File: src/rtl/pfd_pkg.sv
package pfd_pkg;

    // Class of a posit word, known before field extraction.
    typedef enum logic [1:0] {
        KIND_NORMAL = 2'd0,
        KIND_ZERO   = 2'd1,
        KIND_NAR    = 2'd2
    } kind_e;

endpackage

File: src/rtl/pfd_magnitude.sv
// Classifies the word and produces its magnitude (two's complement when negative).
module pfd_magnitude #(
    parameter int N = 32
) (
    input  logic [N-1:0]  word_i,
    output pfd_pkg::kind_e kind_o,
    output logic          sign_o,
    output logic [N-1:0]  mag_o
);
    logic tail_zero;

    always_comb begin
        sign_o    = word_i[N-1];
        tail_zero = ~|word_i[N-2:0];
        if (tail_zero) begin
            kind_o = sign_o ? pfd_pkg::KIND_NAR : pfd_pkg::KIND_ZERO;
        end else begin
            kind_o = pfd_pkg::KIND_NORMAL;
        end
        mag_o = sign_o ? (~word_i + N'(1)) : word_i;
    end
endmodule

File: src/rtl/pfd_run_length.sv
// Counts the run of bits equal to the top bit of the body (capped at N-1).
module pfd_run_length #(
    parameter int N  = 32,
    localparam int CW = $clog2(N)
) (
    input  logic [N-2:0]  body_i,
    output logic          lead_o,
    output logic [CW-1:0] run_o
);
    logic [N-2:0] flipped;
    logic         hit;

    always_comb begin
        lead_o  = body_i[N-2];
        flipped = lead_o ? ~body_i : body_i;
        run_o   = CW'(N-1);
        hit     = 1'b0;
        for (int i = N-2; i >= 0; i--) begin
            if (!hit && flipped[i]) begin
                run_o = CW'(N-2-i);
                hit   = 1'b1;
            end
        end
    end
endmodule

File: src/rtl/pfd_field_split.sv
// Strips the regime and extracts exponent, fraction and combined scale.
module pfd_field_split #(
    parameter int N   = 32,
    parameter int ES  = 2,
    localparam int CW  = $clog2(N),
    localparam int RGW = CW + 1,
    localparam int EW  = (ES > 0) ? ES : 1,
    localparam int SCW = RGW + ES
) (
    input  logic [N-2:0]           body_i,
    input  logic                   lead_i,
    input  logic [CW-1:0]          run_i,
    output logic signed [RGW-1:0]  regime_o,
    output logic [EW-1:0]          exp_o,
    output logic [N-4:0]           frac_o,
    output logic signed [SCW-1:0]  scale_o
);
    logic [CW:0]           consumed;
    logic [N-2:0]          rest;
    logic signed [RGW-1:0] run_s;
    logic signed [SCW-1:0] regime_wide;

    always_comb begin
        consumed = {1'b0, run_i} + (CW+1)'(1);
        rest     = body_i << consumed;
        run_s    = $signed(RGW'(run_i));
        regime_o = lead_i ? (run_s - RGW'(1)) : (-run_s);
        frac_o   = (N-3)'((rest << ES) >> 2);
    end

    generate
        if (ES > 0) begin : g_exp
            always_comb exp_o = rest[N-2 -: ES];
        end else begin : g_noexp
            always_comb exp_o = '0;
        end
    endgenerate

    always_comb begin
        regime_wide = SCW'(regime_o);
        scale_o     = (regime_wide <<< ES) + $signed(SCW'(exp_o));
    end
endmodule

File: src/rtl/posit_field_decoder.sv
module posit_field_decoder #(
    parameter int N    = 32,
    parameter int ES   = 2,
    parameter bit PIPE = 1'b1,
    localparam int CW  = $clog2(N),
    localparam int RGW = CW + 1,
    localparam int EW  = (ES > 0) ? ES : 1,
    localparam int MW  = N - 2,
    localparam int SCW = RGW + ES
) (
    input  logic                  clk,
    input  logic                  rst_n,
    input  logic                  in_valid,
    input  logic [N-1:0]          in_word,
    output logic                  out_valid,
    output logic                  out_sign,
    output logic                  out_zero,
    output logic                  out_nar,
    output logic signed [RGW-1:0] out_regime,
    output logic [EW-1:0]         out_exp,
    output logic [MW-1:0]         out_mant,
    output logic signed [SCW-1:0] out_scale
);
    typedef struct packed {
        logic                  valid;
        logic                  sign;
        logic                  zero;
        logic                  nar;
        logic signed [RGW-1:0] regime;
        logic [EW-1:0]         expo;
        logic [MW-1:0]         mant;
        logic signed [SCW-1:0] scale;
    } dec_t;

    pfd_pkg::kind_e        kind;
    logic                  sign;
    logic [N-1:0]          mag;
    logic                  lead;
    logic [CW-1:0]         run;
    logic signed [RGW-1:0] regime;
    logic [EW-1:0]         expo;
    logic [N-4:0]          frac;
    logic signed [SCW-1:0] scale;
    dec_t                  dec_d;
    dec_t                  dec_o;

    pfd_magnitude #(.N(N)) u_mag (
        .word_i (in_word),
        .kind_o (kind),
        .sign_o (sign),
        .mag_o  (mag)
    );

    pfd_run_length #(.N(N)) u_run (
        .body_i (mag[N-2:0]),
        .lead_o (lead),
        .run_o  (run)
    );

    pfd_field_split #(.N(N), .ES(ES)) u_split (
        .body_i   (mag[N-2:0]),
        .lead_i   (lead),
        .run_i    (run),
        .regime_o (regime),
        .exp_o    (expo),
        .frac_o   (frac),
        .scale_o  (scale)
    );

    always_comb begin
        dec_d       = '0;
        dec_d.valid = in_valid;
        dec_d.sign  = sign;
        dec_d.zero  = (kind == pfd_pkg::KIND_ZERO);
        dec_d.nar   = (kind == pfd_pkg::KIND_NAR);
        if (kind == pfd_pkg::KIND_NORMAL) begin
            dec_d.regime = regime;
            dec_d.expo   = expo;
            dec_d.mant   = {1'b1, frac};
            dec_d.scale  = scale;
        end
    end

    generate
        if (PIPE) begin : g_reg
            dec_t dec_q;
            always_ff @(posedge clk or negedge rst_n) begin
                if (!rst_n) begin
                    dec_q <= '0;
                end else begin
                    dec_q <= dec_d;
                end
            end
            assign dec_o = dec_q;
        end else begin : g_comb
            assign dec_o = dec_d;
        end
    endgenerate

    assign out_valid  = dec_o.valid;
    assign out_sign   = dec_o.sign;
    assign out_zero   = dec_o.zero;
    assign out_nar    = dec_o.nar;
    assign out_regime = dec_o.regime;
    assign out_exp    = dec_o.expo;
    assign out_mant   = dec_o.mant;
    assign out_scale  = dec_o.scale;
endmodule

File: config.mk
export PLATFORM = sky130hd
export DESIGN_NAME = posit_field_decoder
export DESIGN_NICKNAME = d
export VERILOG_FILES = /design/src/rtl/pfd_pkg.sv /design/src/rtl/pfd_magnitude.sv /design/src/rtl/pfd_run_length.sv /design/src/rtl/pfd_field_split.sv /design/src/rtl/posit_field_decoder.sv
export SDC_FILE = /design/constraint.sdc
export NUM_CORES = 1
export LEC_CHECK = 0
export ABC_CLOCK_PERIOD_IN_PS = 800
export CAP_MARGIN = 20
export CELL_PAD_IN_SITES_DETAIL_PLACEMENT = 1
export CELL_PAD_IN_SITES_GLOBAL_PLACEMENT = 1
export CORE_MARGIN = 2
export CORE_UTILIZATION = 30
export DETAILED_ROUTE_END_ITERATION = 6
export GPL_ROUTABILITY_DRIVEN = 0
export PLACE_DENSITY_LB_ADDON = 0.1
export SYNTH_ARGS = -nofsm -noshare
export SYNTH_HDL_FRONTEND = slang
export SYNTH_SLANG_ARGS = --single-unit
export TNS_END_PERCENT = 50
File: constraint.sdc
create_clock -name clk -period 0.8 [get_ports clk]
set_input_delay 0.16 -clock clk [delete_from_list [all_inputs] [get_ports clk]]
set_output_delay 0.16 -clock clk [all_outputs]
set_load 0.005 [all_outputs]
==> results_dict.tcl <==
set metrics [dict create \
    dieArea_sq_mm 0.0195 \
    power_density_mw_per_mm2 1750 \
    grt_pass1_wl_um 44800 \
    maxCapViolations 0 \
    fin_cells 1304 \
    power_leakage_nw 4.63 \
    cts.sinks 42 \
    hold_path.class "input pin to register" \
    clk_pin_slew_worst_paths_ns 0.06 \
    vias 7683 \
    maxSlewHeadroom 0.449 \
    period_share 5.84 \
    status "finished with violations" \
    pin_count 85 \
    grt_overflow 0 \
    ys_ff_latch 42 \
    async_flop_share 1.00 \
    synth-seq-area-share 0.191 \
    numPlacedInstances 1204 \
    crit_top_cell "buf_4" \
    rsz0062_at_grt "true" \
    fin_ws_ns -3.87 \
    fp.dieW_um 140 \
    grt.total_usage 0.288 \
    setup_violations 90 \
    vdd_drop_max_mv 1.49 \
    yosys_most_used_dff "dfrtp_1" \
    core-area_sq_mm 0.0180 \
    worst_ep_arrival_time_ns 4.83 \
    drive_above_1_share 0.627 \
    synth_common_cells "nor2_1, dfrtp_1, a21oi_1" \
    antenna_found_initial 0 \
    grt_max_degree 43 \
    synthTopCellsByArea "dfrtp_1, mux4_2, a21oi_1" \
    path_max_fanout 7 \
    totalWireLength_um 32200 \
    antenna_left 0 \
    slowest_delay_ns 0.58 \
    io_buffers 84 \
    drtPass1Iterations 5 \
    crit_path_start_kind "input pin" \
    syn_avg_cell_area_sq_um 8.47 \
    ys_types 90 \
    max_freq_mhz 214 \
    via_per_inst 5.89 \
    cts_tree "done" \
    grt_pass1_vias 7914 \
    synth_largest_area_cell "dfrtp_1" \
    fin_total_pwr_w 0.0187 \
    synth_area_sq_mm 0.00551 \
    drt_iter0_drc 470 \
    violations "negative setup slack" \
    period_needed_ns 4.67 \
    area_delta_synth_final_pct 93.6 \
    ys_warn_count 0 \
    drc 0 \
    post-synth-top-count-cell "nor2_1" \
    synth_fp_nets 690 \
    clock_path_buffers 2 \
    hold_viol 0 \
    num_rows 49 \
    fin_setup_tns_ns -141.70 \
    slowest_stage "mux4_2" \
    cts_root_buffer "clkbuf_16" \
    finalMaxSlewViolations 0 \
    initial_core_util 0.306 \
    syn_inst 651 \
    utilization 0.592 \
    die_h_um 140 \
    cts_inserted_buffers 5 \
    fin_nets 1114 \
    worst_setup_path_end_kind "register" \
    path_cells "buf_8, clkinvlp_4, ha_4, or3b_4, or4_4, buf_4, o211ai_1, buf_4, and2_4, a21oi_1, a2bb2oi_1, a211oi_4, buf_6, buf_8, clkinvlp_4, buf_4, nor3_1, a21oi_1, mux4_2, a22oi_2, o211ai_1" \
    wl_per_cell_um 24.7 \
    hpwlAfterDp_um 20900 \
    diodes 0 \
    post-synth-top-area-fraction 0.191 \
    tightest_slew_ns 0.822 \
    htreeDepth 2 \
    cp.required_ns 0.96 \
    worstSetupPathType "input pin to register" \
    whs_ns 0.310 \
    synth_edf_count 0 \
]
## cell families (layout without fill, tap and decap cells)
| kind of cell | after synthesis | count (layout) | synth area share |
|---|---|---|---|
| mux | 44 | 44 | 0.134 |
| buf+inv | 74 | 498 | 0.0660 |
| xor+xnor | 41 | 41 | 0.0665 |
| compound gates | 211 | 211 | 0.298 |
| simple gates | 235 | 235 | 0.236 |
| flops | 42 | 42 | 0.191 |
| fa+ha+maj | 4 | 4 | 0.00908 |
## metal layers
layer	up-vias	GRT usage	wire length [um]	share of wire
li1	3415	-	-	-
met1	3793	0.333	12200	0.38
met5	-	0	0	0
met3	153	0.0248	1320	0.041
met2	322	0.528	16500	0.51
met4	0	0.148	2200	0.068
## worst max-delay path, delay by kind of cell
kind / cells / cell delay, ns
adder cells (fa/ha/maj): 1 / 0.12
multiplexers: 1 / 0.58
buffers and inverters: 8 / 1.17
AO/OA/AOI/OAI: 7 / 1.36
AND/OR/NAND/NOR: 4 / 1.41
## cell usage in the layout, fill, tap and decap left out, drive strengths merged, types with 6 or more instances in the layout
cell type | netlist | layout
buf | 31 | 403
clkbuf | 28 | 55
nor2 | 53 | 53
dfrtp | 42 | 42
a21oi | 41 | 41
nand2 | 37 | 37
nor3 | 31 | 31
o21ai | 25 | 25
mux4 | 23 | 23
xnor2 | 21 | 21
xor2 | 20 | 20
nor4 | 20 | 20
nand3 | 14 | 14
nand4 | 13 | 13
inv | 15 | 13
mux2i | 12 | 12
and2 | 12 | 12
a211oi | 12 | 12
a2111oi | 12 | 12
o211ai | 11 | 11
a22oi | 11 | 11
clkdlybuf4s50 | 0 | 11
and3 | 11 | 11
mux2 | 9 | 9
or2 | 9 | 9
or4 | 8 | 8
o31ai | 8 | 8
o22ai | 8 | 8
dlygate4sd2 | 0 | 7
a31oi | 7 | 7
o221ai | 7 | 7
o41ai | 7 | 7
or3 | 6 | 6
## power breakdown
group / total [W] / internal, W / leakage, nW / switching (W)
sequential: 0.00313 / 0.00288 / 0.496 / 0.000245
combinational: 0.0131 / 0.00670 / 4.05 / 0.00645
clock: 0.00241 / 0.00154 / 0.0829 / 0.000868
## registers in the layout (all words and copies together), names as in the netlist
name and flops:
out_exp 1, out_mant 30, out_nar 1, out_regime 6, out_scale 1, out_sign 1
out_valid 1, out_zero 1
## stage by stage
stage	instance area (sq um)	setup WS, ns
finish	10700	-3.87
global route	10700	-3.95
CTS	9910	-4.01
detailed placement	8770	-4.57
global placement	8770	-4.44
floorplan	5750	-3.75
## cell type report
type                       count  area, sq um
inverter                      15         91.3
multi-input combinational    535         5200
clock buffer                   6          139
clock inverter                 1         30.0
timing repair buffer         476         3870
fill                        2060         7350
tap                          229          287
sequential                    42         1050
## what timing repair did
item	4_1_cts	5_1_grt
hold buffers	1	0
gates resized for setup	298	206
endpoints found under the setup margin	91	91
pin swaps	73	90
cloned	3	2
hold endpoints to repair	42	0
setup buffers	44	56
## worst paths after layout
check | startpoint | to | slack [ns] | cells after the start
setup / recovery | in_word[0] | out_scale[1] | -3.87 | 21
hold / removal | in_valid | out_valid | 0.31 | 1
max in group asynchronous | rst_n | out_mant[28] | 0.22 | 3
min in group asynchronous | rst_n | out_regime[1] | 0.36 | 3
No activity file was read; power rests on OpenSTA's default activity.
